[src/rtl/imm_exec_pkg.sv]
package imm_exec_pkg;

  localparam int XLEN = 32;
  localparam int NREG = 8;
  localparam logic [2:0] SP_IDX = 3'd4;

  // Operation codes follow the group-opcode field; 2 is free and used for "pass immediate"
  typedef enum logic [2:0] {
    ALU_ADD  = 3'd0,
    ALU_OR   = 3'd1,
    ALU_PASS = 3'd2,
    ALU_AND  = 3'd4,
    ALU_SUB  = 3'd5,
    ALU_XOR  = 3'd6,
    ALU_CMP  = 3'd7
  } alu_op_e;

  typedef enum logic [2:0] {
    ST_OPC, ST_MODRM, ST_IMM, ST_EXEC, ST_HALT
  } dec_state_e;

  typedef struct packed {
    logic            push;
    alu_op_e         op;
    logic            dst_mem;
    logic [2:0]      rnum;
    logic [XLEN-1:0] imm;
  } exec_req_t;

  typedef struct packed {
    logic       ok;
    logic       want_modrm;
    logic       grp;
    logic       push;
    alu_op_e    op;
    logic [2:0] rnum;
  } opc_info_t;

  typedef struct packed {
    logic [XLEN-1:0] res;
    logic            sf;
    logic            zf;
    logic            of;
    logic            upd;
    logic            wb;
  } alu_out_t;

  function automatic opc_info_t classify_opcode(logic [7:0] b);
    opc_info_t d;
    d      = '0;
    d.ok   = 1'b1;
    d.op   = ALU_PASS;
    if (b[7:3] == 5'b10111) begin
      d.rnum = b[2:0];
    end else begin
      case (b)
        8'h81: begin d.want_modrm = 1'b1; d.grp = 1'b1; end
        8'hc7: d.want_modrm = 1'b1;
        8'h2d: d.op = ALU_SUB;
        8'h25: d.op = ALU_AND;
        8'h0d: d.op = ALU_OR;
        8'h35: d.op = ALU_XOR;
        8'h3d: d.op = ALU_CMP;
        8'h68: d.push = 1'b1;
        default: d.ok = 1'b0;
      endcase
    end
    return d;
  endfunction

  function automatic logic modrm_ok(logic grp, logic [7:0] m);
    logic bad_mode, bad_base, bad_sub;
    bad_mode = (m[7:6] == 2'b01) || (m[7:6] == 2'b10);
    bad_base = (m[7:6] == 2'b00) && ((m[2:0] == 3'd4) || (m[2:0] == 3'd5));
    bad_sub  = grp ? ((m[5:3] == 3'd2) || (m[5:3] == 3'd3)) : (m[5:3] != 3'd0);
    return !(bad_mode || bad_base || bad_sub);
  endfunction

  function automatic alu_out_t alu_eval(alu_op_e op, logic [XLEN-1:0] a, logic [XLEN-1:0] b);
    alu_out_t o;
    logic [XLEN-1:0] r;
    logic v;
    logic upd;
    v   = 1'b0;
    upd = 1'b1;
    case (op)
      ALU_ADD: begin
        r = a + b;
        v = (a[XLEN-1] == b[XLEN-1]) && (r[XLEN-1] != a[XLEN-1]);
      end
      ALU_SUB, ALU_CMP: begin
        r = a - b;
        v = (a[XLEN-1] != b[XLEN-1]) && (r[XLEN-1] != a[XLEN-1]);
      end
      ALU_OR:  r = a | b;
      ALU_AND: r = a & b;
      ALU_XOR: r = a ^ b;
      default: begin r = b; upd = 1'b0; end
    endcase
    o.res = r;
    o.sf  = r[XLEN-1];
    o.zf  = (r == '0);
    o.of  = v;
    o.upd = upd;
    o.wb  = (op != ALU_CMP);
    return o;
  endfunction

endpackage

[src/rtl/imm_exec_decode.sv]
module imm_exec_decode
  import imm_exec_pkg::*;
(
  input  logic      clk,
  input  logic      rst_n,
  input  logic      in_valid,
  input  logic [7:0] in_byte,
  output logic      in_ready,
  output logic      exec_go,
  output logic      halted,
  output exec_req_t req
);

  dec_state_e state;
  logic [1:0] cnt;
  logic       grp_q;
  exec_req_t  req_q;
  opc_info_t  info;
  logic       take;

  assign in_ready = (state == ST_OPC) || (state == ST_MODRM) || (state == ST_IMM);
  assign take     = in_valid && in_ready;
  assign exec_go  = (state == ST_EXEC);
  assign halted   = (state == ST_HALT);
  assign req      = req_q;

  always_comb info = classify_opcode(in_byte);

  always_ff @(posedge clk or negedge rst_n) begin
    if (!rst_n) begin
      state <= ST_OPC;
      cnt   <= '0;
      grp_q <= 1'b0;
      req_q <= '0;
    end else begin
      case (state)
        ST_OPC: if (take) begin
          if (!info.ok) begin
            state <= ST_HALT;
          end else begin
            req_q.push    <= info.push;
            req_q.op      <= info.op;
            req_q.dst_mem <= 1'b0;
            req_q.rnum    <= info.rnum;
            grp_q         <= info.grp;
            cnt           <= '0;
            state         <= info.want_modrm ? ST_MODRM : ST_IMM;
          end
        end
        ST_MODRM: if (take) begin
          if (!modrm_ok(grp_q, in_byte)) begin
            state <= ST_HALT;
          end else begin
            req_q.dst_mem <= (in_byte[7:6] == 2'b00);
            req_q.rnum    <= in_byte[2:0];
            if (grp_q) req_q.op <= alu_op_e'(in_byte[5:3]);
            state <= ST_IMM;
          end
        end
        ST_IMM: if (take) begin
          req_q.imm <= {in_byte, req_q.imm[XLEN-1:8]};
          cnt       <= cnt + 2'd1;
          if (cnt == 2'd3) state <= ST_EXEC;
        end
        ST_EXEC: state <= ST_OPC;
        default: state <= ST_HALT;
      endcase
    end
  end

  // once halted, the decoder never leaves the halt state
  p_halt_sticky_r11: assert property (@(posedge clk) disable iff (!rst_n)
    (state == ST_HALT) |=> (state == ST_HALT));

  // execution follows directly on the fourth immediate byte
  p_exec_after_imm_r2: assert property (@(posedge clk) disable iff (!rst_n)
    exec_go |-> ($past(state) == ST_IMM) && ($past(cnt) == 2'd3));

  // execute lasts a single cycle
  p_exec_single_r12: assert property (@(posedge clk) disable iff (!rst_n)
    exec_go |=> !exec_go);

endmodule

[src/rtl/imm_exec_regfile.sv]
module imm_exec_regfile
  import imm_exec_pkg::*;
#(
  parameter int NR = NREG,
  parameter int W  = XLEN,
  localparam int IW = $clog2(NR)
) (
  input  logic          clk,
  input  logic          rst_n,
  input  logic          we,
  input  logic [IW-1:0] widx,
  input  logic [W-1:0]  wd,
  input  logic [IW-1:0] ridx,
  output logic [W-1:0]  rd,
  input  logic [IW-1:0] dbg_idx,
  output logic [W-1:0]  dbg_rd
);

  logic [W-1:0] regs [NR];

  for (genvar i = 0; i < NR; i++) begin : g_reg
    logic [W-1:0] q;
    always_ff @(posedge clk or negedge rst_n) begin
      if (!rst_n)                        q <= '0;
      else if (we && (widx == IW'(i)))   q <= wd;
    end
    assign regs[i] = q;
  end

  assign rd     = regs[ridx];
  assign dbg_rd = regs[dbg_idx];

endmodule

[src/rtl/imm_exec_dmem.sv]
module imm_exec_dmem
  import imm_exec_pkg::*;
#(
  parameter int WORDS = 32,
  parameter int W     = XLEN,
  localparam int AW   = $clog2(WORDS)
) (
  input  logic          clk,
  input  logic          rst_n,
  input  logic          we,
  input  logic [AW-1:0] addr,
  input  logic [W-1:0]  wd,
  output logic [W-1:0]  rd,
  input  logic [AW-1:0] dbg_addr,
  output logic [W-1:0]  dbg_rd
);

  logic [W-1:0] words [WORDS];

  always_ff @(posedge clk or negedge rst_n) begin
    if (!rst_n) begin
      for (int k = 0; k < WORDS; k++) words[k] <= '0;
    end else if (we) begin
      words[addr] <= wd;
    end
  end

  assign rd     = words[addr];
  assign dbg_rd = words[dbg_addr];

  // a written word holds the written value on the next cycle
  p_store_readback_r4: assert property (@(posedge clk) disable iff (!rst_n)
    we |=> (words[$past(addr)] == $past(wd)));

endmodule

[src/rtl/imm_exec_core.sv]
module imm_exec_core
  import imm_exec_pkg::*;
#(
  parameter int MEM_WORDS = 32,
  localparam int MAW = $clog2(MEM_WORDS)
) (
  input  logic            clk,
  input  logic            rst_n,
  input  logic            in_valid,
  input  logic [7:0]      in_byte,
  output logic            in_ready,
  output logic            done,
  output logic            err,
  output logic            flag_sign,
  output logic            flag_zero,
  output logic            flag_ovf,
  input  logic [2:0]      dbg_reg_sel,
  output logic [XLEN-1:0] dbg_reg_val,
  input  logic [MAW-1:0]  dbg_mem_sel,
  output logic [XLEN-1:0] dbg_mem_val
);

  exec_req_t       req;
  logic            exec_go;
  logic            halted;
  logic [2:0]      rd_idx;
  logic [XLEN-1:0] rd_val;
  logic [XLEN-1:0] sp_next;
  logic [XLEN-1:0] eff_addr;
  logic [MAW-1:0]  mem_idx;
  logic [XLEN-1:0] mem_rd;
  logic [XLEN-1:0] opa;
  alu_out_t        alu;
  logic            reg_we, mem_we;
  logic [XLEN-1:0] reg_wd, mem_wd;
  logic            flag_evt;
  logic            done_q;
  logic            unused_addr_bits;

  imm_exec_decode u_dec (
    .clk      (clk),
    .rst_n    (rst_n),
    .in_valid (in_valid),
    .in_byte  (in_byte),
    .in_ready (in_ready),
    .exec_go  (exec_go),
    .halted   (halted),
    .req      (req)
  );

  // Operand fetch: stack pointer for push, otherwise the named register
  assign rd_idx   = req.push ? SP_IDX : req.rnum;
  assign sp_next  = rd_val - XLEN'(4);
  assign eff_addr = req.push ? sp_next : rd_val;
  assign mem_idx  = eff_addr[MAW+1:2];
  assign unused_addr_bits = ^{eff_addr[XLEN-1:MAW+2], eff_addr[1:0]};
  assign opa      = req.dst_mem ? mem_rd : rd_val;

  always_comb alu = alu_eval(req.op, opa, req.imm);

  assign reg_we = exec_go && (req.push || (!req.dst_mem && alu.wb));
  assign reg_wd = req.push ? sp_next : alu.res;
  assign mem_we = exec_go && (req.push || (req.dst_mem && alu.wb));
  assign mem_wd = req.push ? req.imm : alu.res;
  assign flag_evt = exec_go && !req.push && alu.upd;

  imm_exec_regfile #(.NR(NREG), .W(XLEN)) u_rf (
    .clk     (clk),
    .rst_n   (rst_n),
    .we      (reg_we),
    .widx    (rd_idx),
    .wd      (reg_wd),
    .ridx    (rd_idx),
    .rd      (rd_val),
    .dbg_idx (dbg_reg_sel),
    .dbg_rd  (dbg_reg_val)
  );

  imm_exec_dmem #(.WORDS(MEM_WORDS), .W(XLEN)) u_mem (
    .clk      (clk),
    .rst_n    (rst_n),
    .we       (mem_we),
    .addr     (mem_idx),
    .wd       (mem_wd),
    .rd       (mem_rd),
    .dbg_addr (dbg_mem_sel),
    .dbg_rd   (dbg_mem_val)
  );

  always_ff @(posedge clk or negedge rst_n) begin
    if (!rst_n) begin
      flag_sign <= 1'b0;
      flag_zero <= 1'b0;
      flag_ovf  <= 1'b0;
      done_q    <= 1'b0;
    end else begin
      done_q <= exec_go;
      if (flag_evt) begin
        flag_sign <= alu.sf;
        flag_zero <= alu.zf;
        flag_ovf  <= alu.of;
      end
    end
  end

  assign done = done_q;
  assign err  = halted;

  // completion pulse never spans two cycles
  p_done_pulse_r12: assert property (@(posedge clk) disable iff (!rst_n)
    done |=> !done);

  // no byte is offered acceptance while halted
  p_err_blocks_r1: assert property (@(posedge clk) disable iff (!rst_n)
    err |-> !in_ready);

  // flags move only on an arithmetic or logic execution
  p_flags_hold_r9: assert property (@(posedge clk) disable iff (!rst_n)
    !flag_evt |=> $stable({flag_sign, flag_zero, flag_ovf}));

  // compare never produces a write strobe
  p_cmp_no_write_r10: assert property (@(posedge clk) disable iff (!rst_n)
    (exec_go && !req.push && (req.op == ALU_CMP)) |-> !(reg_we || mem_we));

endmodule

[config.mk]
export PLATFORM = sky130hd
export DESIGN_NAME = imm_exec_core
export DESIGN_NICKNAME = d
export VERILOG_FILES = /design/src/rtl/imm_exec_pkg.sv /design/src/rtl/imm_exec_decode.sv /design/src/rtl/imm_exec_regfile.sv /design/src/rtl/imm_exec_dmem.sv /design/src/rtl/imm_exec_core.sv
export SDC_FILE = /design/constraint.sdc
export NUM_CORES = 2
export LEC_CHECK = 0
export ABC_AREA = 0
export ABC_CLOCK_PERIOD_IN_PS = 12150
export BUFFER_PORTS_ARGS = -buffer_cell sky130_fd_sc_hd__clkbuf_2
export CAP_MARGIN = 10
export CORE_UTILIZATION = 45
export CTS_CLUSTER_DIAMETER = 60
export DETAILED_ROUTE_END_ITERATION = 12
export PLACE_DENSITY = 0.6
export REMOVE_ABC_BUFFERS = 1
export SLEW_MARGIN = 20
export SYNTH_ARGS = -nofsm -noshare
export SYNTH_HDL_FRONTEND = slang
export SYNTH_SLANG_ARGS = --single-unit
[constraint.sdc]
create_clock -name clk -period 12.15 [get_ports clk]
set_input_delay 1.8225 -clock clk [delete_from_list [all_inputs] [get_ports clk]]
set_output_delay 1.8225 -clock clk [all_outputs]
set_load 0.01 [all_outputs]
=== Yosys cells after proc, flatten, opt, wreduce, memory -nomap -nowiden ===
Index checks and enable logic that the tools add are counted.

* Register bits: 1330
* Input bits: 19
* Logic and storage cells: 209
* Output and inout port bits: 70

* Muxes and demuxes: 49
* Magnitude comparators: 5
* Add/sub/neg operators: 4
* Reductions and logical operators: 48
* Equal/unequal tests: 44
* Bitwise operators: 7

{| class="wikitable"
|+ Operator list
! cell !! count
|-
| 1024-bit bitwise mux || 1
|-
| 32-bit two-way mux || 12
|-
| 32-bit binary-select mux with 5-bit select || 2
|-
| 32-bit binary-select mux with 3-bit select || 2
|-
| 32-bit demux with 5-bit select || 1
|-
| 32-bit case mux with 5 select lines || 1
|-
| 7-bit two-way mux || 6
|-
| 3-bit == test, second input constant || 11
|-
| 32-bit adder || 1
|-
| 32-bit AND || 1
|-
| 8-bit by 6-bit == test with 1-bit output, second input constant || 4
|-
| 32-bit logical NOT || 1
|-
| 32-bit bitwise OR || 1
|-
| 32-bit by 3-bit subtractor with 32-bit output, second input constant || 1
|-
| 32-bit subtractor || 1
|-
| 32-bit bitwise XOR || 1
|-
| 3-bit two-way mux || 9
|-
| 1-bit logical AND || 19
|-
| 3-bit by 2-bit == test with 1-bit output, second input constant || 6
|-
| 8-bit == test, second input constant || 2
|-
| 3-bit case mux with 5 select lines || 1
|-
| 7-bit case mux with 2 select lines || 1
|-
| 6-bit greater-or-equal comparator, second input constant || 2
|-
| 5-bit NOT with 6-bit output || 2
|-
| other kinds (34) || 68
|}

=== Logic depth before layout (Yosys ltp) ===
* Depth after elaboration: 16
* Mapped depth: 35
* Mapped depth without buffers: 28

=== Cells and area by module ===
Synthesis repeated with hierarchy kept, for this count alone.

* Cell total of the unflattened synthesis: 6153
* Area, all modules: 78595.4 um^2

{| class="wikitable"
|+ Modules (own cells, without submodules)
! module !! cells each !! times used !! area each (um^2) !! seq. area each (um^2)
|-
| imm_exec_dmem || 3957 || 1 || 54593.6 || 25624.6
|-
| imm_exec_regfile || 779 || 1 || 13708.1 || 6406.1
|-
| imm_exec_core || 1252 || 1 || 8144.1 || 100.1
|-
| imm_exec_decode || 165 || 1 || 2149.6 || 1151.1
|}

=== Worst setup path after synthesis ===
No wires, ideal clock.

* Path type: register to register
* Start: register u_dec.req_q (netlist bit u_dec.req[32])
* End: register flag_zero
* Path slack: 4.866 ns
* Library setup time: 0.067 ns
* Buffers on the path: 6
* Arrival time: 7.217 ns
* Required time: 12.083 ns
* Stages on the path, launching flop included: 31
* Period minus slack after synthesis: 7.284 ns
* Cell sequence: dfrtp_1 > buf_2 > buf_4 > mux4_2 > or2_1 > o22ai_1 > ha_1 > nand2b_1 > nand2_1 > clkbuf_1 > clkbuf_1 > clkbuf_1 > nand3_1 > and3_1 > a311oi_1 > a21oi_1 > mux2_2 > ha_1 > buf_6 > nand2_4 > or4_4 > a21oi_4 > nor2_2 > o311a_4 > o311a_1 > a211o_1 > o32ai_4 > nand2_2 > or4_1 > nor4_1 > a32o_2

* Cells in the longest elaborated chain, start to end: 15
* Elaborated cells between the ends (all ways): 19
* Those cells by class: add/sub (3); mux (10); bitwise (5); reduce/logical (1)

{| class="wikitable"
|+ RTL lines
! element !! line !! source
|-
| from (decl) || imm_exec_decode.sv:17 || <nowiki>exec_req_t req_q;</nowiki>
|-
| 3-bit two-way mux * || imm_exec_core.sv:52 || <nowiki>assign rd_idx = req.push ? SP_IDX : req.rnum;</nowiki>
|-
| 3-bit NOT with 4-bit output (implied by the code) * || imm_exec_regfile.sv:30 || <nowiki>assign rd = regs[ridx];</nowiki>
|-
| 32-bit binary-select mux with 3-bit select * || imm_exec_regfile.sv:30 ||
|-
| 32-bit two-way mux (implied by the code) * (2 in series) || imm_exec_regfile.sv:30 ||
|-
| 32-bit by 3-bit subtractor with 32-bit output || imm_exec_core.sv:53 || <nowiki>assign sp_next = rd_val - XLEN'(4);</nowiki>
|-
| 7-bit two-way mux || imm_exec_core.sv:54 || <nowiki>assign eff_addr = req.push ? sp_next : rd_val;</nowiki>
|-
| 5-bit NOT with 6-bit output (implied by the code) || imm_exec_dmem.sv:28 || <nowiki>assign rd = words[addr];</nowiki>
|-
| 32-bit binary-select mux with 5-bit select || imm_exec_dmem.sv:28 ||
|-
| 32-bit two-way mux (implied by the code) (2 in series) || imm_exec_dmem.sv:28 ||
|-
| 32-bit two-way mux * || imm_exec_core.sv:57 || <nowiki>assign opa = req.dst_mem ? mem_rd : rd_val;</nowiki>
|-
| 32-bit subtractor, or another cell as far along || imm_exec_pkg.sv:92 || <nowiki>r = a - b;</nowiki>
|-
| 32-bit case mux with 5 select lines * || imm_exec_pkg.sv:86 || <nowiki>case (op)</nowiki>
|-
| 32-bit logical NOT * || imm_exec_pkg.sv:102 || <nowiki>o.zf = (r == '0);</nowiki>
|-
| to (signal assigned) || imm_exec_core.sv:100 || <nowiki>flag_zero <= alu.zf;</nowiki>
|-
| to (decl) || imm_exec_core.sv:15 || <nowiki>output logic flag_zero,</nowiki>
|}

Mark *: on every way between the ends. The rest lies on a longest branch, timed or not. The select of a mux whose other input is x is not followed.
A chain may end at the register's enable or synchronous reset.

=== Worst setup path after layout ===
Same ends and word-level chain as after synthesis.

==> out/metrics.csv <==
metric;value;unit
cts-root-buf;clkbuf_16;
rr_worst_depth;28;
design.core.area;167000;µm²
finalSetupTns;0;ns
critical_path.max_stage_delay;0.74;ns
p_total;11600;µW
synthDominantAreaCellType;dfrtp_1;
fmaxAchievable;94.3;MHz
maximum_number_of_buffers_from_clock_root_to_sink;3;
post_cts_buffers;0;
netlist_top_cells_area;dfrtp_1, mux4_2, nand2_1;
grt_first_pass_wirelength;428000;µm
first_pass_iters;6;
worst_ep_required;12.89;ns
timing.critical_path.arrival;11.34;ns
maxSlewHeadroom;0.163;
number_of_synthesis_warnings;0;
gr-total-overflow;0;
post_route_cells_drive_above_1_share;0.146;
io_buffers;88;
fin_crit_sh;0.872;
synth_largest_type_area_fraction;0.438;
final_antenna_net_count;0;
final_net_count;8375;
grt_pass1_vias;63863;
timing_worst_slew_pin_value;1.25;ns
place_inst;10293;
routabilityCongestion;0.953;
post_synth_inst_count;8570;
powerDensity;139;nW/µm²
cts_resized;0;
clk-insertion-delay-late;0.83;ns
setup_violations;0;
die_footprint;171000;µm²
cts_hold_buffers;0;
synth_ff_type;dfrtp_1;
grt_antenna_before_repair;11;
startpoint_type;flip-flop;
routed_len_inst;27.1;µm
grt_start_max_net_pins;162;
final_max_slew_viol_count;0;
final_period_minus_worst_setup_slack;10.60;ns
final_wirelength;287000;µm
synth-async-reset-ratio;1.00;
pleak;0.0356;µW
seq_area_frac_synth;0.438;
hold_viol_final;0;
clock_tree.htree_level_count;4;
crit_slowest_cell;and2_4;
synthesis.area;76000;µm²
stdcell_count;10575;
netlist_top_cells_count;nand2_1, dfrtp_1, o21ai_0;
dp.final_hpwl;173000;µm
synthMostInstantiatedCell;nand2_1;
clock_skew;0.0526;ns
ys_seq_elements;1330;
status;complete, no violations;
die_width;413;µm
via_cell_ratio;6.31;
synth.lib_cells_used.distinct;99;
cts_tree;done;
flow.area_growth_from_synthesis;10.4;%
grt_setup_unrepaired;false;
ioPinCount;89;
worst-setup-path-type;flip-flop to flip-flop;
num_rows;150;
grt_usage;0.335;
floorplan.initialDensity;0.454;
syn_avg_cell_area;8.87;µm²
max_cap_viol_count;0;
detail_route.drc_violations;0;
synth_edf_count;0;
detail_route.iter0.violations;7902;
die_y;413;µm
postLayoutSetupSlackWorst;1.55;ns
utilization;0.501;
cp-end-kind;flip-flop;
critical-path-top-cell-by-count;buf_4;
critical_path_peak_fanout;58;
detailroute.via_count;66692;
cts_inserted_buffers;160;
hp-class;flip-flop to flip-flop;
holdPathStages;2;
dp_worst_slack;1.98;ns
number_of_clock_sinks_seen_by_cts;1330;
cts.clk_slew.worst_paths;0.06;ns
irDropWorstVdd;0.000141;V
-- registers in the layout (all words and copies together), names as in the netlist --
name,count
u_mem.words,1024
u_rf.g.q,256
u_dec.req,40
u_dec.state,3
u_dec.cnt,2
done,1
flag_ovf,1
flag_sign,1
flag_zero,1
u_dec.grp_q,1
-- worst max-delay path: cells and delay by family (launching register included) --
kind | cells | cell delay (ns)
and+or+nand+nor | 10 | 4.34
AOI/OAI and AO/OA | 13 | 3.70
buffers and inverters | 3 | 1.01
adders and majority gates | 2 | 0.78
DFF | 1 | 0.59
-- cell type report --
cell class                 instances  area [µm²]
antenna                            2        5.00
clock buffer                     219        4580
clock inverter                    61         671
fill                           15646       83500
inverter                         105         397
multi-input combinational       6358       39900
sequential                      1330       33300
tap                             2204        2760
timing repair buffer             296        2290
-- kinds of logic (layout without fill, tap and decap cells) --
kind of cell | Yosys count | in the layout | share of synthesized area
flops | 1330 | 1330 | 0.438
other cells | 0 | 2 | 0
simple gates | 3551 | 3551 | 0.196
compound gates | 2099 | 2099 | 0.156
fa+ha+maj | 105 | 105 | 0.0175
xor+xnor | 39 | 39 | 0.00449
mux | 564 | 564 | 0.143
buf+inv | 882 | 681 | 0.0449
-- routing by layer --
metal  share of wire  wire length, µm  GRT usage
met3           0.094            26900     0.0709
met4           0.047            13400      0.149
met5         0.00027               78          0
met2            0.45           129000      0.510
met1            0.41           117000      0.462
-- final timing paths --
kind | start | to | slack, ns
max reg2reg | u_dec.req[32] | flag_zero | 1.55
min | u_rf.g_reg[2].q[20] | u_rf.g_reg[2].q[20] | 0.50
min reg2reg | u_rf.g_reg[2].q[20] | u_rf.g_reg[2].q[20] | 0.50
max | u_dec.req[32] | flag_zero | 1.55
min in group asynchronous | rst_n | u_mem.words[698] | 1.00
max in group asynchronous | rst_n | u_dec.req[39] | 8.84
-- where the power goes --
part           internal [µW]  switching, µW  total (µW)
logic                    579           1720        2300
clock network           2820           2020        4840
registers               4450           38.7        4490
-- placed cells by master, fill, tap and decap left out, types with 21 or more instances in the layout --
| cell | netlist | final |
|---|---|---|
| a221oi_1 | 30 | 30 |
| clkbuf_8 | 0 | 33 |
| nor2b_1 | 25 | 24 |
| buf_4 | 1 | 192 |
| o211ai_1 | 25 | 25 |
| o21a_1 | 22 | 21 |
| o22ai_1 | 47 | 47 |
| xnor2_1 | 25 | 23 |
| nor2_1 | 342 | 340 |
| and3_1 | 60 | 60 |
| clkinv_2 | 0 | 23 |
| mux4_2 | 409 | 409 |
| a21o_1 | 28 | 28 |
| nand3_1 | 624 | 603 |
| mux2i_1 | 38 | 33 |
| a21oi_1 | 423 | 400 |
| a31oi_1 | 61 | 61 |
| clkbuf_1 | 598 | 25 |
| a311oi_1 | 39 | 39 |
| nand2b_1 | 27 | 23 |
| o21ai_0 | 1198 | 1195 |
| dfrtp_1 | 1330 | 1325 |
| inv_1 | 98 | 98 |
| mux2_2 | 117 | 116 |
| clkbuf_2 | 0 | 80 |
| clkbuf_16 | 0 | 161 |
| nand4_1 | 29 | 29 |
| nor3_1 | 35 | 22 |
| nor4_1 | 26 | 22 |
| nand2_1 | 2298 | 2283 |
| ha_1 | 103 | 103 |
-- stage by stage --
stage                     instance area (µm²)  hold slack [ns]
after floorplan                         73000            0.458
after global placement                  78700            0.473
after detailed placement                78700            0.486
after CTS                               83900            0.498
after global routing                    83900            0.518
final                                   83900            0.495
No activity file was read; power rests on OpenSTA's default activity.
